## src/rtl/regport_front.sv

```systemverilog
module regport_front #(
  parameter int          NCSR       = 8,
  parameter int          NBCR       = 8,
  parameter int          DATA_W     = 16,
  parameter int          RAP_W      = 7,
  parameter logic [47:0] STATION_ID = 48'h6655_4433_2211
) (
  input  logic        clk,
  input  logic        rst_n,
  input  logic        io_valid,
  input  logic        io_write,
  input  logic [4:0]  io_addr,
  input  logic [1:0]  io_size,
  input  logic [31:0] io_wdata,
  output logic [31:0] io_rdata,
  output logic        soft_rst_o
);

  localparam int           CSR_IW  = $clog2(NCSR);
  localparam int           BCR_IW  = $clog2(NBCR);
  localparam logic [127:0] ROM_IMG = {80'd0, STATION_ID};
  localparam logic [1:0]   SZ_B = 2'd0, SZ_W = 2'd1, SZ_D = 2'd2;

  logic              mode_q;
  logic [RAP_W-1:0]  rap_q;
  logic              soft_q;
  logic [DATA_W-1:0] csr_q [NCSR];
  logic [DATA_W-1:0] bcr_q [NBCR];

  logic rom_hit, csr_hit, rap_hit, rst_hit, bcr_hit, enter32;

  wire is_b = io_size == SZ_B;
  wire is_w = io_size == SZ_W;
  wire is_d = io_size == SZ_D;
  wire wr   = io_valid && io_write;

  always_comb begin
    rom_hit = 1'b0;
    csr_hit = 1'b0;
    rap_hit = 1'b0;
    rst_hit = 1'b0;
    bcr_hit = 1'b0;
    enter32 = 1'b0;
    if (!mode_q) begin
      rom_hit = is_b && !io_addr[4];
      csr_hit = is_w && io_addr == 5'h10;
      rap_hit = is_w && io_addr == 5'h12;
      rst_hit = is_w && io_addr == 5'h14;
      bcr_hit = is_w && io_addr == 5'h16;
      enter32 = is_d && io_addr == 5'h10 && io_write;
    end else if (is_d && io_addr[1:0] == 2'b00) begin
      rom_hit = !io_addr[4];
      csr_hit = io_addr == 5'h10;
      rap_hit = io_addr == 5'h14;
      rst_hit = io_addr == 5'h18;
      bcr_hit = io_addr == 5'h1C;
    end
  end

  wire               csr_ok  = rap_q < RAP_W'(NCSR);
  wire               bcr_ok  = rap_q < RAP_W'(NBCR);
  wire [CSR_IW-1:0]  csr_sel = rap_q[CSR_IW-1:0];
  wire [BCR_IW-1:0]  bcr_sel = rap_q[BCR_IW-1:0];
  wire               rd_rst  = io_valid && !io_write && rst_hit && !soft_q;

  always_comb begin
    io_rdata = '1;
    if (rom_hit)
      io_rdata = mode_q ? ROM_IMG[{io_addr[3:2], 5'd0} +: 32]
                        : {24'd0, ROM_IMG[{io_addr[3:0], 3'd0} +: 8]};
    else if (csr_hit)
      io_rdata = csr_ok ? 32'(csr_q[csr_sel]) : 32'd0;
    else if (bcr_hit)
      io_rdata = bcr_ok ? 32'(bcr_q[bcr_sel]) : 32'd0;
    else if (rap_hit)
      io_rdata = 32'(rap_q);
    else if (rst_hit)
      io_rdata = 32'd0;
  end

  always_ff @(posedge clk or negedge rst_n) begin
    if (!rst_n) begin
      mode_q <= 1'b0;
      rap_q  <= '0;
      soft_q <= 1'b0;
    end else begin
      soft_q <= rd_rst;
      if (soft_q) begin
        mode_q <= 1'b0;
        rap_q  <= '0;
      end else begin
        if (wr && enter32) mode_q <= 1'b1;
        if (wr && rap_hit) rap_q  <= io_wdata[RAP_W-1:0];
      end
    end
  end

  for (genvar i = 0; i < NCSR; i++) begin : g_csr
    always_ff @(posedge clk or negedge rst_n) begin
      if (!rst_n)
        csr_q[i] <= '0;
      else if (wr && (csr_hit || enter32) && csr_ok && csr_sel == CSR_IW'(i))
        csr_q[i] <= io_wdata[DATA_W-1:0];
    end
  end

  for (genvar i = 0; i < NBCR; i++) begin : g_bcr
    always_ff @(posedge clk or negedge rst_n) begin
      if (!rst_n)
        bcr_q[i] <= '0;
      else if (wr && bcr_hit && bcr_ok && bcr_sel == BCR_IW'(i))
        bcr_q[i] <= io_wdata[DATA_W-1:0];
    end
  end

  assign soft_rst_o = soft_q;

endmodule

```

## config.mk

```make
export PLATFORM = sky130hd
export DESIGN_NAME = regport_front
export DESIGN_NICKNAME = d
export VERILOG_FILES = /design/src/rtl/regport_front.sv
export SDC_FILE = /design/constraint.sdc
export NUM_CORES = 1
export LEC_CHECK = 0
export BUFFER_PORTS_ARGS = -buffer_cell sky130_fd_sc_hd__buf_2
export CAP_MARGIN = 15
export CORE_MARGIN = 3
export CORE_UTILIZATION = 54
export DETAILED_ROUTE_END_ITERATION = 10
export PLACE_DENSITY = 0.74
export SLEW_MARGIN = 20
export SYNTH_ARGS = -nofsm -noshare
export SYNTH_HDL_FRONTEND = slang
export SYNTH_SLANG_ARGS = --single-unit
```

## constraint.sdc

```tcl
create_clock -name clk -period 2.7 [get_ports clk]
set_input_delay 0.27 -clock clk [delete_from_list [all_inputs] [get_ports clk]]
set_output_delay 0.27 -clock clk [all_outputs]
set_load 0.01 [all_outputs]
```

Word level (Yosys, flattened, before mapping). Cells that the tools add are included.

Shifts and indexed selects: 2. Multiply operators: 0. Add/subtract/negate cells: 0. Order comparisons: 2. Divide/modulo/power cells: 0. Equality and inequality tests: 15. Reduce and logical (&&, ||, !) cells: 43. Bitwise gates (word level): 1. Mux-type cells: 29.

Operator list (count): 32-bit two-way mux (6); 128-bit by 8-bit indexed part select with 32-bit output (first input constant) (1); 128-bit by 8-bit indexed part select with 8-bit output (first input constant) (1); 16-bit binary-select mux with 3-bit select (2); 16-bit two-way mux (6); 1-bit logical AND (34); 5-bit equality test (second input constant) (6); 7-bit two-way mux (2); 1-bit two-way mux (13); 3-bit equality test (second input constant) (4); 7-bit by 4-bit < comparator with 1-bit output (second input constant) (1); 3-bit by 2-bit equality test with 1-bit output (second input constant) (2); 4-bit >= comparator (second input constant) (1); 2-bit zero test (2); 3-bit inverter with 4-bit output (1); 2-bit nonzero test (2); 3-bit by 1-bit equality test with 1-bit output (second input constant) (1); 1-bit zero test (3); 3-bit zero test (1); 2-bit by 1-bit equality test with 1-bit output (second input constant) (1); 2-bit equality test (second input constant) (1); 1-bit logical OR (1).

Output and inout port bits: 33. Memory bits (read-only): 0. Latch bits: 0. RAM bits: 0. Register bits: 265. Bits of input ports: 43. Memories: 0. Word-level logic and storage cells: 111.

Longest topological paths before layout. Gate-level depths: netlist of the first run.

Depth in word-level cells: 9. Depth in mapped cells: 10.

Worst setup path after synthesis of the first run. No wires, ideal clock.

Kind: register to register. From: register rap_q[6]. To: register bcr_q[69] in the netlist's numbering. Clock period less this slack: 2.561 ns. Data arrival time: 2.436 ns. Data required time: 2.575 ns. Stages on the path, launching flop included: 7. Setup slack: 0.139 ns. Cell sequence: dfrtp_1 -> or4_4 -> or4_1 -> buf_2 -> nor3b_4 -> buf_6 -> mux2_4.

Word-level cells in the longest chain between the ends: 3.

Ends and longest elaborated chain: from (decl) (RTL line 25) `logic [RAP_W-1:0] rap_q;`; from (signal assigned) (RTL line 93) `if (wr && rap_hit) rap_q <= io_wdata[RAP_W-1:0];`; 7-bit by 4-bit < comparator with 1-bit output (RTL line 61) `wire bcr_ok = rap_q < RAP_W'(NBCR);`; 1-bit logical AND (2 in series) (RTL line 111) `else if (wr && bcr_hit && bcr_ok && bcr_sel == BCR_IW'(i))`; to (signal, indexed assignment) (RTL line 112) `bcr_q[i] <= io_wdata[DATA_W-1:0];`; to (decl) (RTL line 28) `logic [DATA_W-1:0] bcr_q [NBCR];`.

Every way passes these cells. A chain may end at the register's enable or synchronous reset.

Worst setup path after layout of the first run.
From: register rap_q[4]. To: output io_rdata[9].

Word-level cells in the longest chain between the ends: 5. Elaborated cells on any way between the ends: 6. Those cells by class: order compare: 1; mux: 5.

Ends and longest elaborated chain: 7-bit by 4-bit < comparator with 1-bit output (*) (RTL line 60, 61); 16-bit two-way mux (RTL line 74) `io_rdata = bcr_ok ? 32'(bcr_q[bcr_sel]) : 32'd0;`; 32-bit two-way mux (RTL line 73) `else if (bcr_hit)`; 32-bit two-way mux (*) (RTL line 71) `else if (csr_hit)`; 32-bit two-way mux (*) (RTL line 68) `if (rom_hit)`; to (decl) (RTL line 15) `output logic [31:0] io_rdata,`.

Every way passes the cells marked *; elsewhere a longest branch is shown, timed or not.

==> results_dict.tcl, run 1 <==
set metrics [dict create \
    fmax_mhz 363 \
    drive_above_1_share_pct 57.6 \
    overflow 0 \
    start_util_pct 55.9 \
    end_kind "output port" \
    numPortBuffers 59 \
    maxCapViolations 0 \
    critPathLaunchType "flip-flop" \
    use_met2_pct 40.3 \
    met3_usage_pct 3.84 \
    grtUsageMet1_pct 33.7 \
    worst_pin_slew_ns 0.676 \
    synth.cell_area_sq_mm 0.0128 \
    setup_viol 14 \
    synth_xor_area_share_pct 0 \
    cts.sinks 265 \
    ys_ff_latch 265 \
    synth_simple_gate_area_share_pct 5.02 \
    max_slew_margin_pct 55.0 \
    outcome "finished with violations" \
    cts_tree "done" \
    ys_seq_area_share_pct 51.6 \
    dpl-instance-area_sq_mm 0.0138 \
    cts_root_buf "clkbuf_16" \
    area_growth_syn_to_layout_pct 19.4 \
    multi_input_area_sq_mm 0.00602 \
    grt_first_pass_wirelength_um 48700 \
    violations "negative setup slack" \
    pre_cts_ws_ns 0.0203 \
    fin_cells 1323 \
    final_area_sq_mm 0.0153 \
    ant_nets 0 \
    muxShareOfSynthArea_pct 35.9 \
    grt_pass1_vias 8449 \
    die_y_um 160 \
    grt_max_degree 87 \
    powerDensity_mw_per_mm2 574 \
    p_leak_uw 0.00724 \
    ir_drop_uv 567 \
    clock_path_buffers 3 \
    period_share_pct 102 \
    ios 76 \
    dr.pass1.iters 8 \
    dr.first_iter.drc_count 595 \
    finalClockSkew_ns 0.00730 \
    fin_util_pct 66.8 \
    syn_avg_cell_area_sq_um 14.4 \
    groute.usage.overall_pct 24.1 \
    antenna_found_initial 1 \
    rsz0062_at_grt "true" \
    ctsHtreeMaxLevel 1 \
    setup_slack_ns -0.0522 \
    synth_fa_ha_area_share_pct 0.390 \
    slew_violations 0 \
    gp_congestion 0.904 \
    synthCells 891 \
    hold_violations 0 \
    drcViolationCount 0 \
    die_area_sq_mm 0.0257 \
    yosys.cell_types.count 59 \
    busiest_layer "met2" \
    crit_arrival_ns 2.48 \
    wirelength_um 30800 \
    clkTransAtPathRegs_ns 0.06 \
    coreArea_sq_mm 0.0230 \
    yosys_warnings 0 \
    dp.cells 1254 \
    crit_required_ns 2.43 \
    nets 1034 \
    crit_fanout 10 \
    die_w_um 160 \
    viasPerCell 6.06 \
    p_total_uw 8810 \
    fin_crit_ns 2.75 \
    cts_made_buffers 29 \
    crit_type "reg -> out" \
    num_rows 55 \
    synthArstFlopShare_pct 100 \
    regArea_sq_mm 0.00664 \
    synth_flop_cell "dfrtp_1" \
    wl_per_cell_um 23.3 \
    hpwlAfterDp_um 19500 \
    vias 8020 \
    synth_nets 938 \
    synth_top_family_by_area "multiplexers" \
    synth-edff-count 0 \
    hp-class "in -> reg" \
    synth-compound-area-share_pct 3.52 \
    clock_latency_ns 0.53 \
    fill_cells 1636 \
]
power breakdown:
group | total [uW] | internal [uW] | switching [uW]
clock | 4070 | 2520 | 1550
combinational | 689 | 286 | 402
sequential | 4050 | 4010 | 31.4
kinds of logic after synthesis:
kind of cell / count (synthesis)
AO/OA/AOI/OAI: 69
adder cells (fa/ha/maj): 4
buffers and inverters: 92
flip-flops: 265
multiplexers: 351
AND/OR/NAND/NOR: 110
flip-flops by register name (all words and copies together), names as in the netlist:
name / cells
bcr_q: 128
csr_q: 128
rap_q: 7
mode_q: 1
soft_rst_o: 1
synth_stat cells (all sizes together), types with 5 or more instances:
master | instances | area (sq um)
mux2 | 270 | 3080
dfrtp | 265 | 6630
mux4 | 58 | 1310
buf | 46 | 283
clkbuf | 38 | 143
nand2 | 32 | 120
nor2 | 28 | 113
mux2i | 23 | 230
a21oi | 15 | 75.1
o21ai | 13 | 65.1
nor3 | 12 | 93.8
o22ai | 12 | 75.1
inv | 8 | 30.0
nor3b | 5 | 70.1
o21a | 5 | 37.5
cell type report:
type | instances | share of cell area, %
Tap cell | 313 | 2.55
Timing Repair Buffer | 148 | 8.24
Sequential cell | 265 | 43.3
Clock buffer | 42 | 5.44
Multi-Input combinational cell | 535 | 39.2
Clock inverter | 11 | 1.04
Inverter | 8 | 0.196
Antenna cell | 1 | 0.0163
repair_timing:
item / CTS / global route
setup buffers: 8 / 4
gates resized for setup: 52 / 40
hold buffers: 1 / 0
cloned: 2 / 1
hold endpoints to repair: 81 / 0
pin swaps: 9 / 11
endpoints found under the setup margin: 32 / 37
critical path: stages, from the launching register on:
cell     delay, ns
dfrtp_1       0.38
or4_4         0.57
buf_12        0.17
or2_4         0.33
o22ai_1       0.24
a211o_1       0.13
buf_2         0.12
placed cells by master (no fill, tap or decap), types with 7 or more instances in the layout:
master	n
a21oi_1	9
buf_12	14
buf_2	52
buf_4	65
buf_6	10
clkbuf_1	7
clkbuf_16	30
dfrtp_1	262
inv_1	7
mux2_2	260
mux2_4	10
mux2i_1	16
mux4_2	58
nand2_1	26
nor2_1	23
nor3_1	7
o21ai_1	7
o22ai_1	10
through the flow:
| step | TNS, ns | hold WS (ns) |
|---|---|---|
| after floorplan | 0 | -0.0256 |
| after global placement | 0 | 0.342 |
| after detailed placement | 0 | 0.338 |
| after CTS | -0.484 | 0.000878 |
| after global routing | -1.76 | 0.0203 |
| final | -0.313 | 0.0285 |
path summary, 6_finish.rpt:
path,endpoint,startpoint,cells past startpoint,slack (ns)
worst min-delay path,soft_rst_o$_DFF_PN0_,io_valid,3,0.03
max in group asynchronous,bcr_q[125]$_DFFE_PN0P_,rst_n,3,1.58
worst min register to register,bcr_q[48]$_DFFE_PN0P_,bcr_q[48]$_DFFE_PN0P_,1,0.50
min in group asynchronous,csr_q[99]$_DFFE_PN0P_,rst_n,2,0.35
worst max register to register,csr_q[42]$_DFFE_PN0P_,rap_q[4]$_DFFE_PN0P_,7,0.12
worst max-delay path,io_rdata[9],rap_q[4]$_DFFE_PN0P_,6,-0.05
metal layers:
metal  share of wire (%)  wire length (um)
met1                  43             13300
met2                  49             15100
met3                 6.1              1870
met4                 2.0               620
met5                   0                 0
Power figures use the tool's default switching activity.
==> run 2: changes to the inputs <==
CORE_UTILIZATION = 55   (was 54)
PLACE_DENSITY = 0.75   (was 0.74)
==> run 2 against run 1 <==
Compared with the run above:
- the flow still finishes with violations (negative setup slack)
- via count is 0.14% lower
- first-iteration DRC count fell by 17%
- sequential cell count is the same
- final area is 0.33% higher
- core utilization up 0.83 points
- sequential power barely moved
- maximum frequency is 1.1% lower
- worst setup slack got worse by 0.030 ns
- clock power down 4%
- power shrank 2.2%
- global-route usage up 0.36 points
- sequential share of layout area down 0.14 points
- largest cell class unchanged
==> results_dict.tcl, run 2 (synthesis gave the netlist of run 1 again) <==
set metrics [dict create \
    outcome "finished with violations" \
    violations "negative setup slack" \
    pre_cts_ws_ns 0.0164 \
    cts.sinks 265 \
    viasPerCell 6.05 \
    setup_slack_ns -0.0823 \
    wl_per_cell_um 23.3 \
    slowest_stage "or4_4" \
    hpwlAfterDp_um 19600 \
    worst_pin_slew_ns 0.722 \
    drive_above_1_share_pct 58.2 \
    fin_crit_ns 2.78 \
    dr.first_iter.drc_count 492 \
    area_growth_syn_to_layout_pct 19.8 \
    die_w_um 159 \
    clock_path_buffers 3 \
    die_area_sq_mm 0.0252 \
    max_slew_margin_pct 51.9 \
    top_regs "bcr_q: 128 flops, csr_q: 128 flops, rap_q: 7 flops" \
    r2r_start "rap_q[4]$_DFFE_PN0P_" \
    powerDensity_mw_per_mm2 559 \
    vias 8009 \
    critPathLaunchType "flip-flop" \
    final_common_cell "dfrtp_1" \
    wirelength_um 30800 \
    ctsHtreeMaxLevel 1 \
    fill_cells 1554 \
    clkTransAtPathRegs_ns 0.06 \
    worstReg2RegEnd "csr_q[88]$_DFFE_PN0P_" \
    cp_cell_sequence "or4_4, buf_8, or2_4, buf_8, o22ai_4, a21o_1, buf_2" \
    period_share_pct 103 \
    critical_path.most_common_cell "buf_8" \
    worstSetupStartpoint "rap_q[4]$_DFFE_PN0P_" \
    critPathTopFamily "simple AND/OR/NAND/NOR gates" \
    crit_arrival_ns 2.51 \
    grt_max_degree 91 \
    cts_tree "done" \
    cts_root_buf "clkbuf_16" \
    fmax_mhz 359 \
    numPortBuffers 59 \
    final_area_sq_mm 0.0154 \
    num_rows 55 \
    die_y_um 159 \
    setup_tns_ns -0.569 \
    rrSetupSlack_ns 0.03 \
    ios 76 \
    clock_latency_ns 0.54 \
    rsz0062_at_grt "true" \
    crit_buf_inv 3 \
    slew_violations 0 \
    groute.usage.overall_pct 24.4 \
    dr.pass1.iters 6 \
    nets 1038 \
    dpl-instance-area_sq_mm 0.0139 \
    grt_pass1_vias 8754 \
    crit_fanout 8 \
    antenna_found_initial 0 \
    coreArea_sq_mm 0.0228 \
    end_kind "output port" \
    ir_drop_uv 562 \
    hp-class "in -> reg" \
    setup_viol 14 \
    hold_violations 0 \
    gp_congestion 0.879 \
    n_antenna_cell 0 \
    start_util_pct 56.4 \
    grt_first_pass_wirelength_um 49300 \
    crit_type "reg -> out" \
    overflow 0 \
    cts_made_buffers 28 \
    crit_cells 7 \
    slowest_delay_ns 0.56 \
    maxCapViolations 0 \
    crit_required_ns 2.43 \
    ant_nets 0 \
    drcViolationCount 0 \
    rr_worst_depth 7 \
    fin_hold_ws_ns 0.0137 \
    final_cell_mix "dfrtp_1 (262), mux2_2 (259), buf_4 (70)" \
    worstSetupEndpoint "io_rdata[10]" \
    p_leak_uw 0.00726 \
    finalClockSkew_ns 0.0125 \
]
-- run 2: cell type report --
type	count	area, sq um	share of cell area, %
inverter	8	30.0	0.195
sequential	265	6640	43.1
multi-input combinational	534	6060	39.3
clock buffer	45	896	5.82
timing repair buffer	154	1330	8.62
tap	313	392	2.54
clock inverter	5	53.8	0.350
-- run 2: worst min-delay path by stage --
stage              from                      to  cells past startpoint
3_5_place_dp      rst_n  csr_q[109]$_DFFE_PN0P_                      1
3_3_place_gp      rst_n  csr_q[125]$_DFFE_PN0P_                      1
6_report       io_valid    soft_rst_o$_DFF_PN0_                      3
5_1_grt        io_valid    soft_rst_o$_DFF_PN0_                      3
2_1_floorplan     rst_n    bcr_q[0]$_DFFE_PN0P_                      0
4_1_cts        io_valid    soft_rst_o$_DFF_PN0_                      3
-- run 2: power breakdown --
part | internal (uW) | switching (uW) | leakage (uW)
sequential | 4010 | 29.8 | 0.00369
combinational | 280 | 393 | 0.00310
clock | 2350 | 1540 | 0.000473
-- run 2: timing repair --
action                                  CTS  global route
hold buffers                              1             0
endpoints found under the hold margin    83             0
buffers inserted                         15             1
gates resized for setup                  56            33
pin swaps                                12             9
endpoints found under the setup margin   32            32
cloned                                    1             1
-- run 2: worst reg2reg max path, delay by kind of cell (launching register included) --
family | cells | cell delay [ns]
simple gates | 3 | 1.27
flops | 1 | 0.38
buf+inv | 3 | 0.55
mux | 1 | 0.35
-- run 2: stage by stage --
step	std cells	util [%]	total power, uW
2_1_floorplan	891	-	4430
3_3_place_gp	1256	60.9	4690
3_5_place_dp	1256	60.9	4690
4_1_cts	1322	66.7	8650
5_1_grt	1324	67.6	8880
6_report	1324	67.6	8610
-- run 2: layer usage --
layer | vias up | track usage, % | part of all wire, %
met1 | 4236 | 33.9 | 43
met3 | 66 | 4.54 | 5.4
met5 | - | 0 | 0
li1 | 3484 | - | -
met4 | 0 | 6.21 | 2.7
met2 | 223 | 40.4 | 49
==> run 3: changes to the inputs <==
CORE_UTILIZATION = 61   (was 55)
PLACE_DENSITY = 0.79   (was 0.75)
clock period = 2.8 ns   (was 2.7 ns; I/O delays follow)
==> run 3 against run 2 <==
Compared with the run above:
- the run still ends with negative setup slack left
- combinational power shrank 7.4%
- sequential power is 3% lower
- routed wire length is 2.0% lower
- die area decreased by 9.5%
- sequential cell count unchanged
- final cell count fell by 5.1%
- global-route usage up 2.3 points
- core utilization grew 5.8 points
- power fell by 5.0%
- hold slack better by 0.012 ns
- clock power decreased by 5.9%
- critical path depth shrank 2
==> results_dict.tcl, run 3 (synthesis gave the netlist of run 1 again) <==
set metrics [dict create \
    dr.pass1.iters 5 \
    wirelength_um 30200 \
    clock_latency_ns 0.54 \
    crit_arrival_ns 2.56 \
    drcViolationCount 0 \
    crit_required_ns 2.52 \
    busiest_layer "met2" \
    cts_root_buf "clkbuf_16" \
    vias 7979 \
    ant_nets 0 \
    setup_viol 4 \
    fin_cells 1257 \
    cts.sinks 265 \
    end_kind "output port" \
    met3_usage_pct 3.26 \
    gp_congestion 0.929 \
    final_common_cell "dfrtp_1" \
    slew_violations 0 \
    antenna_found_initial 0 \
    use_met2_pct 43.6 \
    start_util_pct 62.7 \
    hpwlAfterDp_um 18800 \
    period_share_pct 101 \
    rsz0062_at_grt "true" \
    ios 76 \
    violations "negative setup slack" \
    maxCapViolations 0 \
    wl_per_cell_um 24.0 \
    finalClockSkew_ns 0.0151 \
    drive_above_1_share_pct 56.7 \
    hp-class "in -> reg" \
    nets 1015 \
    cts_tree "done" \
    clock_path_buffers 3 \
    area_growth_syn_to_layout_pct 17.1 \
    ir_drop_uv 567 \
    grt_pass1_vias 8265 \
    powerDensity_mw_per_mm2 544 \
    num_rows 52 \
    grt_max_degree 75 \
    ctsHtreeMaxLevel 1 \
    clkTransAtPathRegs_ns 0.06 \
    fmax_mhz 352 \
    outcome "finished with violations" \
    cts_made_buffers 28 \
    crit_fanout 6 \
    p_leak_uw 0.00707 \
    setup_slack_ns -0.0401 \
    final_cell_mix "dfrtp_1 (262), mux2_2 (260), mux4_2 (58), buf_2 (58), buf_4 (51)" \
    fin_util_pct 73.4 \
    top_regs "bcr_q: 128 flops, csr_q: 128 flops, rap_q: 7 flops" \
    max_slew_margin_pct 64.1 \
    worst_pin_slew_ns 0.539 \
    n_antenna_cell 0 \
    numPortBuffers 59 \
    p_total_uw 8180 \
    hold_violations 0 \
    fill_cells 1251 \
    fin_crit_ns 2.84 \
    coreArea_sq_mm 0.0205 \
    dr.first_iter.drc_count 494 \
    crit_type "reg -> out" \
    die_area_sq_mm 0.0228 \
    grtUsageMet1_pct 38.8 \
    dp.cells 1188 \
    die_y_um 151 \
    groute.usage.overall_pct 26.7 \
    grt_first_pass_wirelength_um 46600 \
    critPathLaunchType "flip-flop" \
    viasPerCell 6.35 \
    overflow 0 \
    die_w_um 151 \
]
[run 3: cell types whose count changed in the layout (fill, tap and decap cells not counted), moves of 2 or more]
cell | before | now
buf_2 | 53 | 58
buf_4 | 70 | 51
buf_6 | 10 | 5
clkbuf_1 | 5 | 7
clkbuf_16 | 30 | 28
clkbuf_8 | 11 | 6
mux2i_1 | 17 | 15
nor2_1 | 20 | 23
nor2_2 | 7 | 5
o21ai_0 | 9 | 7
o21ai_1 | 1 | 3
o22ai_4 | 2 | 4
[run 3: timing repair]
action,in CTS,in global routing
gates resized for setup,43,34
hold buffers,1,0
endpoints found under the hold margin,64,0
setup buffers,10,9
pin swaps,6,6
gates cloned,1,0
endpoints found under the setup margin,32,22
[run 3: power breakdown]
group / internal [uW] / switching [uW]
Sequential: 3870 / 30.5
Clock: 2180 / 1480
Combinational: 249 / 374
[run 3: area by class of cell]
| cell class | count | area [sq um] | area share [%] |
|---|---|---|---|
| Timing Repair Buffer | 131 | 1060 | 7.08 |
| Clock inverter | 8 | 105 | 0.699 |
| Tap cell | 270 | 338 | 2.25 |
| Multi-Input combinational cell | 534 | 6050 | 40.2 |
| Clock buffer | 41 | 810 | 5.38 |
| Sequential cell | 265 | 6640 | 44.2 |
| Inverter | 8 | 30.0 | 0.200 |
[run 3: worst paths after layout]
| path | from | to | slack (ns) | cells after the start |
|---|---|---|---|---|
| max | mode_q$_DFFE_PN0P_ | io_rdata[2] | -0.04 | 5 |
| min | io_valid | soft_rst_o$_DFF_PN0_ | 0.03 | 3 |
| max reg2reg | rap_q[6]$_DFFE_PN0P_ | csr_q[41]$_DFFE_PN0P_ | 0.06 | 7 |
| min reg2reg | bcr_q[49]$_DFFE_PN0P_ | bcr_q[49]$_DFFE_PN0P_ | 0.50 | 1 |
| max in group asynchronous | rst_n | rap_q[0]$_DFFE_PN0P_ | 1.68 | 3 |
| min in group asynchronous | rst_n | csr_q[25]$_DFFE_PN0P_ | 0.30 | 2 |
[run 3: metrics by stage]
stage               hold slack, ns  worst slack [ns]  area [sq um]  TNS (ns)
floorplan                  -0.0156             0.239         12800         0
global placement             0.279             0.156         13600         0
detailed placement           0.282             0.101         13600         0
CTS                        0.00450           -0.0267         14900    -0.116
global route                0.0455           -0.0720         15000    -0.799
finish                      0.0259           -0.0401         15000   -0.0501
[run 3: metal layers]
| layer | vias up | wire length (um) | part of all wire [%] |
|---|---|---|---|
| li1 | 3438 | - | - |
| met1 | 4153 | 12900 | 43 |
| met2 | 328 | 14600 | 48 |
| met3 | 60 | 1980 | 6.6 |
| met4 | 0 | 712 | 2.4 |
| met5 | - | 0 | 0 |
[run 3: worst max-delay path, stage by stage, from the launching register on]
cell and delay [ns]:
dfrtp_2 0.44, or3b_4 0.44, a21boi_1 0.34, nand2_2 0.29, o221ai_1 0.32, buf_2 0.19
